[src/rtl/polled_irq_pkg.sv]
package polled_irq_pkg;

  // Conditioning of one source: edge mode fires on a 0->1 step only,
  // level mode fires whenever the source is high.
  function automatic logic cond_event(input logic lvl,
                                      input logic lvl_q,
                                      input logic edge_mode);
    return edge_mode ? (lvl & ~lvl_q) : lvl;
  endfunction

  // Next value of one sticky bit: a fresh event outranks a clear.
  function automatic logic bit_next(input logic cur,
                                    input logic ev,
                                    input logic clr);
    return ev | (cur & ~clr);
  endfunction

  // Address/strobe decode of a read hit.
  function automatic logic read_hit(input logic cs,
                                    input logic rd,
                                    input logic addr_match);
    return cs & rd & addr_match;
  endfunction

endpackage

[src/rtl/irq_evt_cond.sv]
module irq_evt_cond
  import polled_irq_pkg::*;
#(
  parameter int          NSRC      = 4,
  parameter logic [NSRC-1:0] EDGE_MASK = '0
) (
  input  logic            clk,
  input  logic            rst_n,
  input  logic [NSRC-1:0] src_i,
  output logic [NSRC-1:0] evt_o
);

  for (genvar i = 0; i < NSRC; i++) begin : g_src
    if (EDGE_MASK[i]) begin : g_edge
      logic src_q;
      always_ff @(posedge clk or negedge rst_n) begin
        if (!rst_n) src_q <= 1'b0;
        else        src_q <= src_i[i];
      end
      assign evt_o[i] = cond_event(src_i[i], src_q, 1'b1);
    end else begin : g_level
      assign evt_o[i] = cond_event(src_i[i], 1'b0, 1'b0);
    end
  end

endmodule

[src/rtl/irq_stat_reg.sv]
module irq_stat_reg
  import polled_irq_pkg::*;
#(
  parameter int NSRC = 4
) (
  input  logic            clk,
  input  logic            rst_n,
  input  logic [NSRC-1:0] evt_i,
  input  logic [NSRC-1:0] clr_i,
  output logic [NSRC-1:0] stat_o
);

  for (genvar i = 0; i < NSRC; i++) begin : g_bit
    always_ff @(posedge clk or negedge rst_n) begin
      if (!rst_n) stat_o[i] <= 1'b0;
      else        stat_o[i] <= bit_next(stat_o[i], evt_i[i], clr_i[i]);
    end
  end

endmodule

[src/rtl/irq_bus_rd.sv]
module irq_bus_rd
  import polled_irq_pkg::*;
#(
  parameter int          NSRC     = 4,
  parameter int          AW       = 4,
  parameter int          DW       = 8,
  parameter logic [AW-1:0] REG_ADDR = '0
) (
  input  logic            cs_i,
  input  logic            rd_i,
  input  logic [AW-1:0]   addr_i,
  input  logic [NSRC-1:0] stat_i,
  output logic            hit_o,
  output logic [NSRC-1:0] clr_o,
  output logic [DW-1:0]   rdata_o
);

  assign hit_o = read_hit(cs_i, rd_i, addr_i == REG_ADDR);
  assign clr_o = hit_o ? stat_i : '0;

  always_comb begin
    rdata_o = '0;
    if (hit_o) rdata_o[NSRC-1:0] = stat_i;
  end

endmodule

[src/rtl/polled_irq_stat.sv]
module polled_irq_stat
#(
  parameter int          NSRC      = 4,
  parameter int          AW        = 4,
  parameter int          DW        = 8,
  parameter logic [AW-1:0] REG_ADDR  = 4'h3,
  parameter logic [NSRC-1:0] EDGE_MASK = 4'b0011
) (
  input  logic            clk,
  input  logic            rst_n,
  input  logic [NSRC-1:0] src_i,
  input  logic            cs_i,
  input  logic            rd_i,
  input  logic [AW-1:0]   addr_i,
  output logic [DW-1:0]   rdata_o,
  output logic            irq_pull_o
);

  logic [NSRC-1:0] evt_w;
  logic [NSRC-1:0] clr_w;
  logic [NSRC-1:0] stat_w;
  logic            rd_hit_w;

  irq_evt_cond #(.NSRC(NSRC), .EDGE_MASK(EDGE_MASK)) u_cond (
    .clk   (clk),
    .rst_n (rst_n),
    .src_i (src_i),
    .evt_o (evt_w)
  );

  irq_stat_reg #(.NSRC(NSRC)) u_stat (
    .clk    (clk),
    .rst_n  (rst_n),
    .evt_i  (evt_w),
    .clr_i  (clr_w),
    .stat_o (stat_w)
  );

  irq_bus_rd #(.NSRC(NSRC), .AW(AW), .DW(DW), .REG_ADDR(REG_ADDR)) u_rd (
    .cs_i    (cs_i),
    .rd_i    (rd_i),
    .addr_i  (addr_i),
    .stat_i  (stat_w),
    .hit_o   (rd_hit_w),
    .clr_o   (clr_w),
    .rdata_o (rdata_o)
  );

  // Drive enable of the shared active-low line.
  assign irq_pull_o = |stat_w;

endmodule

[config.mk]
export PLATFORM = sky130hd
export DESIGN_NAME = polled_irq_stat
export DESIGN_NICKNAME = d
export VERILOG_FILES = /design/src/rtl/polled_irq_pkg.sv /design/src/rtl/irq_evt_cond.sv /design/src/rtl/irq_stat_reg.sv /design/src/rtl/irq_bus_rd.sv /design/src/rtl/polled_irq_stat.sv
export SDC_FILE = /design/constraint.sdc
export NUM_CORES = 1
export LEC_CHECK = 0
export BUFFER_PORTS_ARGS = -buffer_cell sky130_fd_sc_hd__buf_2
export CORE_AREA = 2 2 39 41
export CTS_BUF_LIST = sky130_fd_sc_hd__clkbuf_16
export CTS_CLUSTER_SIZE = 25
export DETAILED_ROUTE_END_ITERATION = 12
export DIE_AREA = 0 0 41 43
export PLACE_DENSITY = 0.48
export SYNTH_ARGS = -nofsm -noshare
export SYNTH_HDL_FRONTEND = slang
export SYNTH_SLANG_ARGS = --single-unit
[constraint.sdc]
create_clock -name clk -period 1.4 [get_ports clk]
set_input_delay 0.07 -clock clk [delete_from_list [all_inputs] [get_ports clk]]
set_output_delay 0.07 -clock clk [all_outputs]
set_load 0.05 [all_outputs]
==> flow_summary_export.csv, run 1 <==
group,metric,value,unit
layout,syn_to_final_growth,71.7,%
timing,rsz0062_at_grt,"true",
pwr,p_switching,131,µW
routing,wirelength,577,µm
logic_synthesis,yosysWarnings,0,
logic_synthesis,synthCells,25,
clock_network,cts_tree,"yes",
routing,drt_iter0_markers,1,
timing,finalMaxSlewViolations,0,
pwr,power_frac_comb,0.087,
pwr,ir_drop,0.648,mV
timing,setup_violations,0,
setup_path,path_class,"reg -> out",
pwr,power_density,1460,nW/µm²
timing,period_needed,1.38,ns
logic_synthesis,yosysSeqAreaShare,0.538,
grt,track_usage,0.0901,
layout,final_layout_size_suffix_gt1_frac,0.457,
routing,vias,242,
clock_network,cts_root_buf,"clkbuf_16",
placed_design,port_buffers,16,
timing,hold_slack,0.0318,ns
grt,grt_overflow_total,0,
logic_synthesis,syn_area,279,µm²
placed_design,gp_congestion,0.575,
logic_synthesis,yosysTopAreaCell,"dfrtp_1",
floorplanning,core.rowCount,14,
clock_network,clockBufferDepth,2,
min_path,hold_path_class,"in -> reg",
timing,finalSetupTns,0,ns
setup_path,required,1.33,ns
grt,antenna_found_initial,0,
pwr,cellLeakagePower,0.240,nW
timing,finalCritPeriodShare,0.983,
timing,fin_ws,0.0234,ns
logic_synthesis,synth_flop_cell,"dfrtp_1",
clock_network,clkSlewWorstSetupHoldPaths,0.03,ns
setup_path,worst-path-max-fanout,3,
clock_network,cts_sinks,6,
floorplanning,dieArea,1760,µm²
clock_network,clk_latency,0.22,ns
routing,vias_per_cell,3.90,
grt,grt_first_pass_wirelength,972,µm
pwr,seqPwrFrac,0.262,
setup_path,crit_path_top_delay_cell,"or4_4",
timing,finalHoldViolCount,0,
logic_synthesis,synth.most_common_cell,"dfrtp_1",
logic_synthesis,synth_commonest_cells,"dfrtp_1 (6), and2_1 (4), buf_4 (4)",
routing,drtPass1Iterations,3,
pwr,cellInternalPower,567,µW
logic_synthesis,syn_area_per_cell,11.2,µm²
layout,diodes,0,
floorplanning,ios,21,
floorplanning,core_area,1380,µm²
run_status,status,"completed",
setup_path,crit_path_end_kind,"output port",
clock_network,numCtsBuffers,3,
placed_design,hpwl,465,µm
logic_synthesis,synth_area_leaders,"dfrtp_1 (54%), buf_4 (11%), and2_1 (9.0%)",
placed_design,dp_slack,0.250,ns
logic_synthesis,yosysTopAreaCellShare,0.538,
grt,grt_start_max_net_pins,7,
setup_path,worstPathCellList,"or4_4, buf_8",
setup_path,crit_path_max_incr_delay,0.54,ns
routing,antenna_left,0,
floorplanning,die_h,43,µm
layout,num-nets-final,60,
pwr,swShare,0.188,
setup_path,cp.arrival,1.31,ns
clock_network,cts_htree_levels,1,
logic_synthesis,synth_seq_cells,6,
flow_run,cap_viol_max_count,0,
routing,drc,0,
timing,fmax,726,MHz
routing,wl_per_cell,9.31,µm
floorplanning,die_w,41,µm
logic_synthesis,synth_edf_count,0,
setup_path,start_kind,"flop",
grt,grt_pass1_vias,238,
timing,clock_skew,0.000485,ns
floorplanning,initial_core_util,0.202,
pwr,p_clk_frac,0.651,
logic_synthesis,synth_cell_types,11,
logic_synthesis,synthArstFlopShare,1.00,
==> power by group through the flow <==
stage                     clock [mW]  sequential, mW  combinational, mW
after global placement             0           0.185             0.0541
final                          0.455           0.183             0.0607
after CTS                      0.468           0.183             0.0612
after detailed placement           0           0.185             0.0549
after floorplan                    0           0.184             0.0420
after global routing           0.484           0.184             0.0657
==> cells by family (layout without fill, tap and decap cells) <==
| logic type | Yosys count | count (layout) | share of synthesized area |
|---|---|---|---|
| AOI/OAI and AO/OA | 4 | 4 | 0.117 |
| other | 1 | 4 | 0.0134 |
| buffers and inverters | 6 | 24 | 0.135 |
| DFF | 6 | 6 | 0.538 |
| and+or+nand+nor | 8 | 8 | 0.197 |
==> registers in the layout (all words and copies together), names as in the netlist <==
register / cells
u_cond.g_src.g_edge.src_q: 2
u_stat.stat_o: 4
==> worst max-delay path: cells and delay by family, from the launching register on <==
kind	cells	cell delay [ns]
buffers and inverters	1	0.17
and+or+nand+nor	1	0.54
DFF	1	0.38
==> placed cells by master, fill, tap and decap left out, drive strengths merged <==
cell type,instances
buf,16
dlygate4sd3,3
a21o,2
or3,1
inv,2
clkbuf,3
conb,4
nand4,1
or4,1
dfrtp,6
and2,4
a22o,2
nor3,1
==> stage by stage <==
stage | util | std cells | area, µm² | power (mW)
after detailed placement | 0.260 | 56 | 360 | 0.240
after CTS | 0.336 | 62 | 465 | 0.713
final | 0.346 | 62 | 479 | 0.699
after global routing | 0.346 | 62 | 479 | 0.733
after floorplan | - | 28 | 290 | 0.226
after global placement | 0.260 | 56 | 360 | 0.239
==> layer usage <==
layer / wire (µm) / global-route usage
met1: 196 / 0.0891
met2: 352 / 0.128
met3: 28 / 0.0314
met4: 0 / 0.100
met5: 0 / 0
==> what timing repair did <==
action / in CTS / in global routing
setup buffers: 0 / 0
hold endpoints to repair: 8 / 0
hold buffers: 3 / 0
setup endpoints to repair: 0 / 1
resized for setup: 0 / 5
==> layout make-up <==
class | instances | area, µm²
Tap cell | 16 | 20.0
Fill cell | 144 | 905
Clock buffer | 3 | 75.1
Sequential cell | 6 | 150
Multi-Input combinational cell | 16 | 106
Inverter | 2 | 7.51
Timing Repair Buffer | 19 | 120
==> worst paths after layout <==
check	from	end	slack, ns	cells past startpoint
worst max-delay path	u_stat.stat_o[1]	irq_pull_o	0.02	2
worst min-delay path	src_i[3]	u_stat.stat_o[3]	0.03	2
worst max register to register	u_stat.stat_o[0]	u_stat.stat_o[0]	0.70	1
worst min register to register	u_stat.stat_o[2]	u_stat.stat_o[2]	0.49	1
max in group asynchronous	rst_n	u_stat.stat_o[3]	1.06	2
min in group asynchronous	rst_n	u_cond.g_src[0].g_edge.src_q	0.20	2
Note: power is estimated with default switching activity, not from simulation.
==> run 2, diff against run 1 <==
- RECOVER_POWER: default -> 50
==> flow_summary_export.csv, run 2 (synthesized netlist as in run 1, its figures left out) <==
group,metric,value,unit
routing,wirelength,574,µm
timing,clock_skew,0.00182,ns
pwr,power_density,1470,nW/µm²
layout,multi_input_area,106,µm²
setup_path,cpLargestDelayFamily,"simple AND/OR/NAND/NOR gates",
setup_path,cp.arrival,1.31,ns
layout,fillCellCount,147,
setup_path,crit_path_end_kind,"output port",
floorplanning,dieArea,1760,µm²
timing,finalHoldViolCount,0,
floorplanning,die_h,43,µm
clock_network,numCtsBuffers,3,
clock_network,clk_latency,0.23,ns
layout,diodes,0,
min_path,hold_path_class,"in -> reg",
floorplanning,core.rowCount,14,
routing,wl_per_cell,9.26,µm
timing,finalCritPeriodShare,0.984,
layout,final_common_cell,"buf_2",
grt,grt_overflow_total,0,
grt,grt_start_max_net_pins,7,
placed_design,dp_slack,0.250,ns
layout,regArea,150,µm²
clock_network,cts_htree_levels,1,
timing,rsz0062_at_grt,"true",
grt,grt_pass1_vias,238,
timing,setup_violations,0,
clock_network,clockBufferDepth,2,
timing,finalMaxSlewViolations,0,
layout,syn_to_final_growth,70.4,%
routing,vias_per_cell,3.90,
setup_path,crit_path_max_incr_delay,0.54,ns
setup_path,critPathBufInv,1,
routing,drt_iter0_markers,0,
routing,vias,242,
clock_network,cts_sinks,6,
grt,antenna_found_initial,0,
setup_path,path_class,"reg -> out",
layout,mostFrequentLayoutCells,"buf_2 (12), dfrtp_1 (6), and2_1 (4), conb_1 (4)",
setup_path,crit_path_top_delay_cell,"or4_4",
timing,finalSetupTns,0,ns
layout,reg_top3,"u_stat.stat_o x4, u_cond.g_src.g_edge.src_q x2",
floorplanning,ios,21,
layout,final_layout_size_suffix_gt1_frac,0.391,
setup_path,worstPathCellList,"or4_4, buf_8",
clock_network,clkSlewWorstSetupHoldPaths,0.03,ns
run_status,status,"completed",
timing,period_needed,1.38,ns
floorplanning,initial_core_util,0.202,
clock_network,cts_root_buf,"clkbuf_16",
floorplanning,die_w,41,µm
pwr,cellLeakagePower,0.232,nW
flow_run,cap_viol_max_count,0,
routing,antenna_left,0,
layout,num-nets-final,60,
setup_path,start_kind,"flop",
placed_design,gp_congestion,0.575,
grt,track_usage,0.0901,
timing,fmax,726,MHz
clock_network,cts_tree,"yes",
layout,top_register,"u_stat.stat_o",
grt,grt_first_pass_wirelength,972,µm
layout,largest_reg_flops,4,
setup_path,worst-path-max-fanout,3,
placed_design,hpwl,465,µm
pwr,ir_drop,0.648,mV
routing,drc,0,
clock_network,postCtsSetupBuffers,0,
routing,drtPass1Iterations,1,
floorplanning,core_area,1380,µm²
placed_design,port_buffers,16,
timing,fin_ws,0.0229,ns
setup_path,required,1.33,ns
-- run 2: cell types whose count changed in the layout (fill, tap and decap cells not counted) --
| cell | change |
|---|---|
| buf_2 | -3 |
| clkbuf_1 | +3 |
-- run 2: power breakdown --
group	total [mW]	leakage, nW	internal, mW	switching, mW
Clock	0.458	0.0370	0.366	0.0920
Sequential	0.183	0.0591	0.180	0.00281
Combinational	0.0596	0.136	0.0197	0.0399
-- run 2: cell type report --
| type | count | area share |
|---|---|---|
| clock buffers | 3 | 0.158 |
| repair buffers | 19 | 0.245 |
| multi-input cells | 16 | 0.224 |
| flip-flops and latches | 6 | 0.316 |
| inverters | 2 | 0.0158 |
| well taps | 16 | 0.0421 |
-- run 2: layer usage --
layer	track usage	part of all wire
met4	0.100	0
met5	0	0
met2	0.128	0.62
met1	0.0891	0.34
met3	0.0314	0.045
-- run 2: per-stage QoR --
step           instances  hold WS, ns  instance area (µm²)  power (mW)  utilization
2_1_floorplan         28       -0.226                  290       0.226            -
3_3_place_gp          56      -0.0998                  360       0.239        0.260
3_5_place_dp          56       -0.100                  360       0.240        0.260
4_1_cts               62       0.0308                  465       0.713        0.336
5_1_grt               62       0.0376                  475       0.732        0.344
6_report              62       0.0318                  475       0.701        0.344
-- run 2: what timing repair did --
action	CTS	global route
gates resized for setup	0	5
setup endpoints to repair	0	1
hold buffers	3	0
hold endpoints to repair	8	0
-- run 2: path summary, 6_finish.rpt --
kind | slack (ns) | cells after the start | from | endpoint
worst max-delay path | 0.02 | 2 | u_stat.stat_o[1] | irq_pull_o
worst min-delay path | 0.03 | 2 | src_i[3] | u_stat.stat_o[3]
worst max register to register | 0.70 | 1 | u_stat.stat_o[0] | u_stat.stat_o[0]
worst min register to register | 0.49 | 1 | u_stat.stat_o[2] | u_stat.stat_o[2]
max in group asynchronous | 0.92 | 2 | rst_n | u_stat.stat_o[3]
min in group asynchronous | 0.24 | 2 | rst_n | u_cond.g_src[0].g_edge.src_q
==> run 3, diff against run 2 <==
==> constraint.sdc (replaced) <==
create_clock -name clk -period 1.4 [get_ports clk]
set_input_delay 0.21 -clock clk [delete_from_list [all_inputs] [get_ports clk]]
set_output_delay 0.21 -clock clk [all_outputs]
set_load 0.05 [all_outputs]
==> flow_summary_export.csv, run 3 (synthesized netlist as in run 1, its figures left out) <==
group,metric,value,unit
run_status,status,"finished, violations left",
run_status,violations,"negative setup slack",
clock_network,clockBufferDepth,2,
floorplanning,core.rowCount,14,
routing,wl_per_cell,10.2,µm
grt,grt_pass1_vias,213,
routing,wl_met3,37,µm
pwr,swShare,0.198,
routing,vias,243,
timing,fin_ws,-0.101,ns
floorplanning,initial_core_util,0.202,
layout,syn_to_final_growth,70.4,%
layout,fillCellCount,148,
pwr,seqPwrFrac,0.259,
flow_run,cap_viol_max_count,0,
clock_network,cts_htree_levels,1,
floorplanning,ios,21,
setup_path,required,1.19,ns
pwr,p_switching,140,µW
routing,wirelength,644,µm
timing,finalSetupTns,-0.101,ns
placed_design,hpwl,492,µm
timing,finalCritPeriodShare,1.07,
setup_path,cp.arrival,1.29,ns
placed_design,port_buffers,16,
clock_network,clkSlewWorstSetupHoldPaths,0.03,ns
clock_network,numCtsBuffers,3,
layout,fin_util,0.344,
placed_design,dpl.cell_count,57,
pwr,ir_drop,0.541,mV
routing,drt-met1-wl,236,µm
clock_network,cts_tree,"yes",
routing,drtPass1Iterations,1,
grt,grt_start_max_net_pins,7,
grt,antenna_found_initial,0,
layout,largest_reg_flops,4,
floorplanning,die_h,43,µm
grt,grt_first_pass_wirelength,869,µm
pwr,power_density,1490,nW/µm²
routing,vias_per_cell,3.86,
setup_path,worst-path-max-fanout,2,
timing,fmax,666,MHz
layout,top_register,"u_stat.stat_o",
layout,reg_top3,"u_stat.stat_o x4, u_cond.g_src.g_edge.src_q x2",
routing,wl_met2,354,µm
setup_path,crit_path_end_kind,"output port",
clock_network,cts_root_buf,"clkbuf_16",
timing,clock_skew,0.000533,ns
placed_design,gp_congestion,0.584,
pwr,power_frac_comb,0.086,
routing,top_layer,"met4",
layout,mostFrequentLayoutCells,"buf_2 (12), dfrtp_1 (6), and2_1 (4), conb_1 (4)",
layout,final_layout_size_suffix_gt1_frac,0.447,
clock_network,cts_sinks,6,
grt,grt_overflow_total,0,
pwr,cellInternalPower,566,µW
layout,diodes,0,
routing,drc,0,
layout,final_common_cell,"buf_2",
floorplanning,dieArea,1760,µm²
pwr,p_clk_frac,0.655,
floorplanning,core_area,1380,µm²
layout,num-nets-final,61,
floorplanning,die_w,41,µm
timing,finalMaxSlewViolations,0,
layout,stdcell_count,63,
routing,antenna_left,0,
timing,setup_violations,1,
clock_network,clk_latency,0.23,ns
timing,period_needed,1.50,ns
grt,track_usage,0.0822,
routing,drt_iter0_markers,0,
timing,finalHoldViolCount,0,
min_path,hold_path_class,"in -> reg",
setup_path,path_class,"reg -> out",
timing,rsz0062_at_grt,"true",
setup_path,start_kind,"flop",
pwr,cellLeakagePower,0.234,nW
==> run 3: cell types whose count changed in the layout (fill, tap and decap cells not counted), sizes merged <==
| cell | previous run | this run |
|---|---|---|
| dlygate4sd3 | 3 | 1 |
| buf | 13 | 16 |
==> run 3: layout make-up <==
class,instances,area [µm²],area share
flip-flops and latches,6,150,0.316
inverters,2,7.51,0.0158
clock buffers,3,75.1,0.158
multi-input cells,16,108,0.226
well taps,16,20.0,0.0421
repair buffers,20,115,0.242
==> run 3: worst max-delay path, stage by stage, from the launching register on <==
cell and delay (ns):
dfrtp_1 0.36, or4_1 0.53, buf_6 0.17
==> run 3: power by group through the flow <==
stage | logic, mW | registers [mW] | clock network (mW)
floorplan | 0.0420 | 0.184 | 0
global placement | 0.0561 | 0.185 | 0
detailed placement | 0.0565 | 0.185 | 0
CTS | 0.0614 | 0.183 | 0.468
global route | 0.0652 | 0.183 | 0.476
finish | 0.0607 | 0.183 | 0.463
==> run 3: routing by layer <==
layer	vias to the layer above	GRT usage
met3	2	0.0314
met4	0	0.0800
met1	113	0.0764
met5	-	0
met2	7	0.125
li1	121	-
==> run 3: worst paths after layout <==
path	slack, ns	end	from	cells past startpoint
max	-0.10	irq_pull_o	u_stat.stat_o[3]	2
min	0.12	u_cond.g_src[0].g_edge.src_q	src_i[0]	1
max reg2reg	0.58	u_stat.stat_o[1]	u_stat.stat_o[1]	2
min reg2reg	0.51	u_stat.stat_o[2]	u_stat.stat_o[2]	1
max in group asynchronous	0.78	u_cond.g_src[0].g_edge.src_q	rst_n	2
min in group asynchronous	0.38	u_cond.g_src[1].g_edge.src_q	rst_n	2
==> run 3: per-stage QoR <==
stage,power (mW),hold WS (ns),setup WS [ns],instance area [µm²]
after floorplan,0.226,-0.0856,0.0585,290
after global placement,0.241,0.0393,0.0867,368
after detailed placement,0.242,0.0398,0.0771,368
after CTS,0.712,0.110,-0.105,474
after global routing,0.725,0.122,-0.122,475
final,0.706,0.123,-0.101,475
==> run 3: timing repair <==
item | in CTS | in global routing
hold endpoints to repair | 6 | 0
resized for setup | 2 | 1
hold buffers | 1 | 0
pin swaps | 1 | 0
buffers inserted | 2 | 0
setup endpoints to repair | 1 | 5
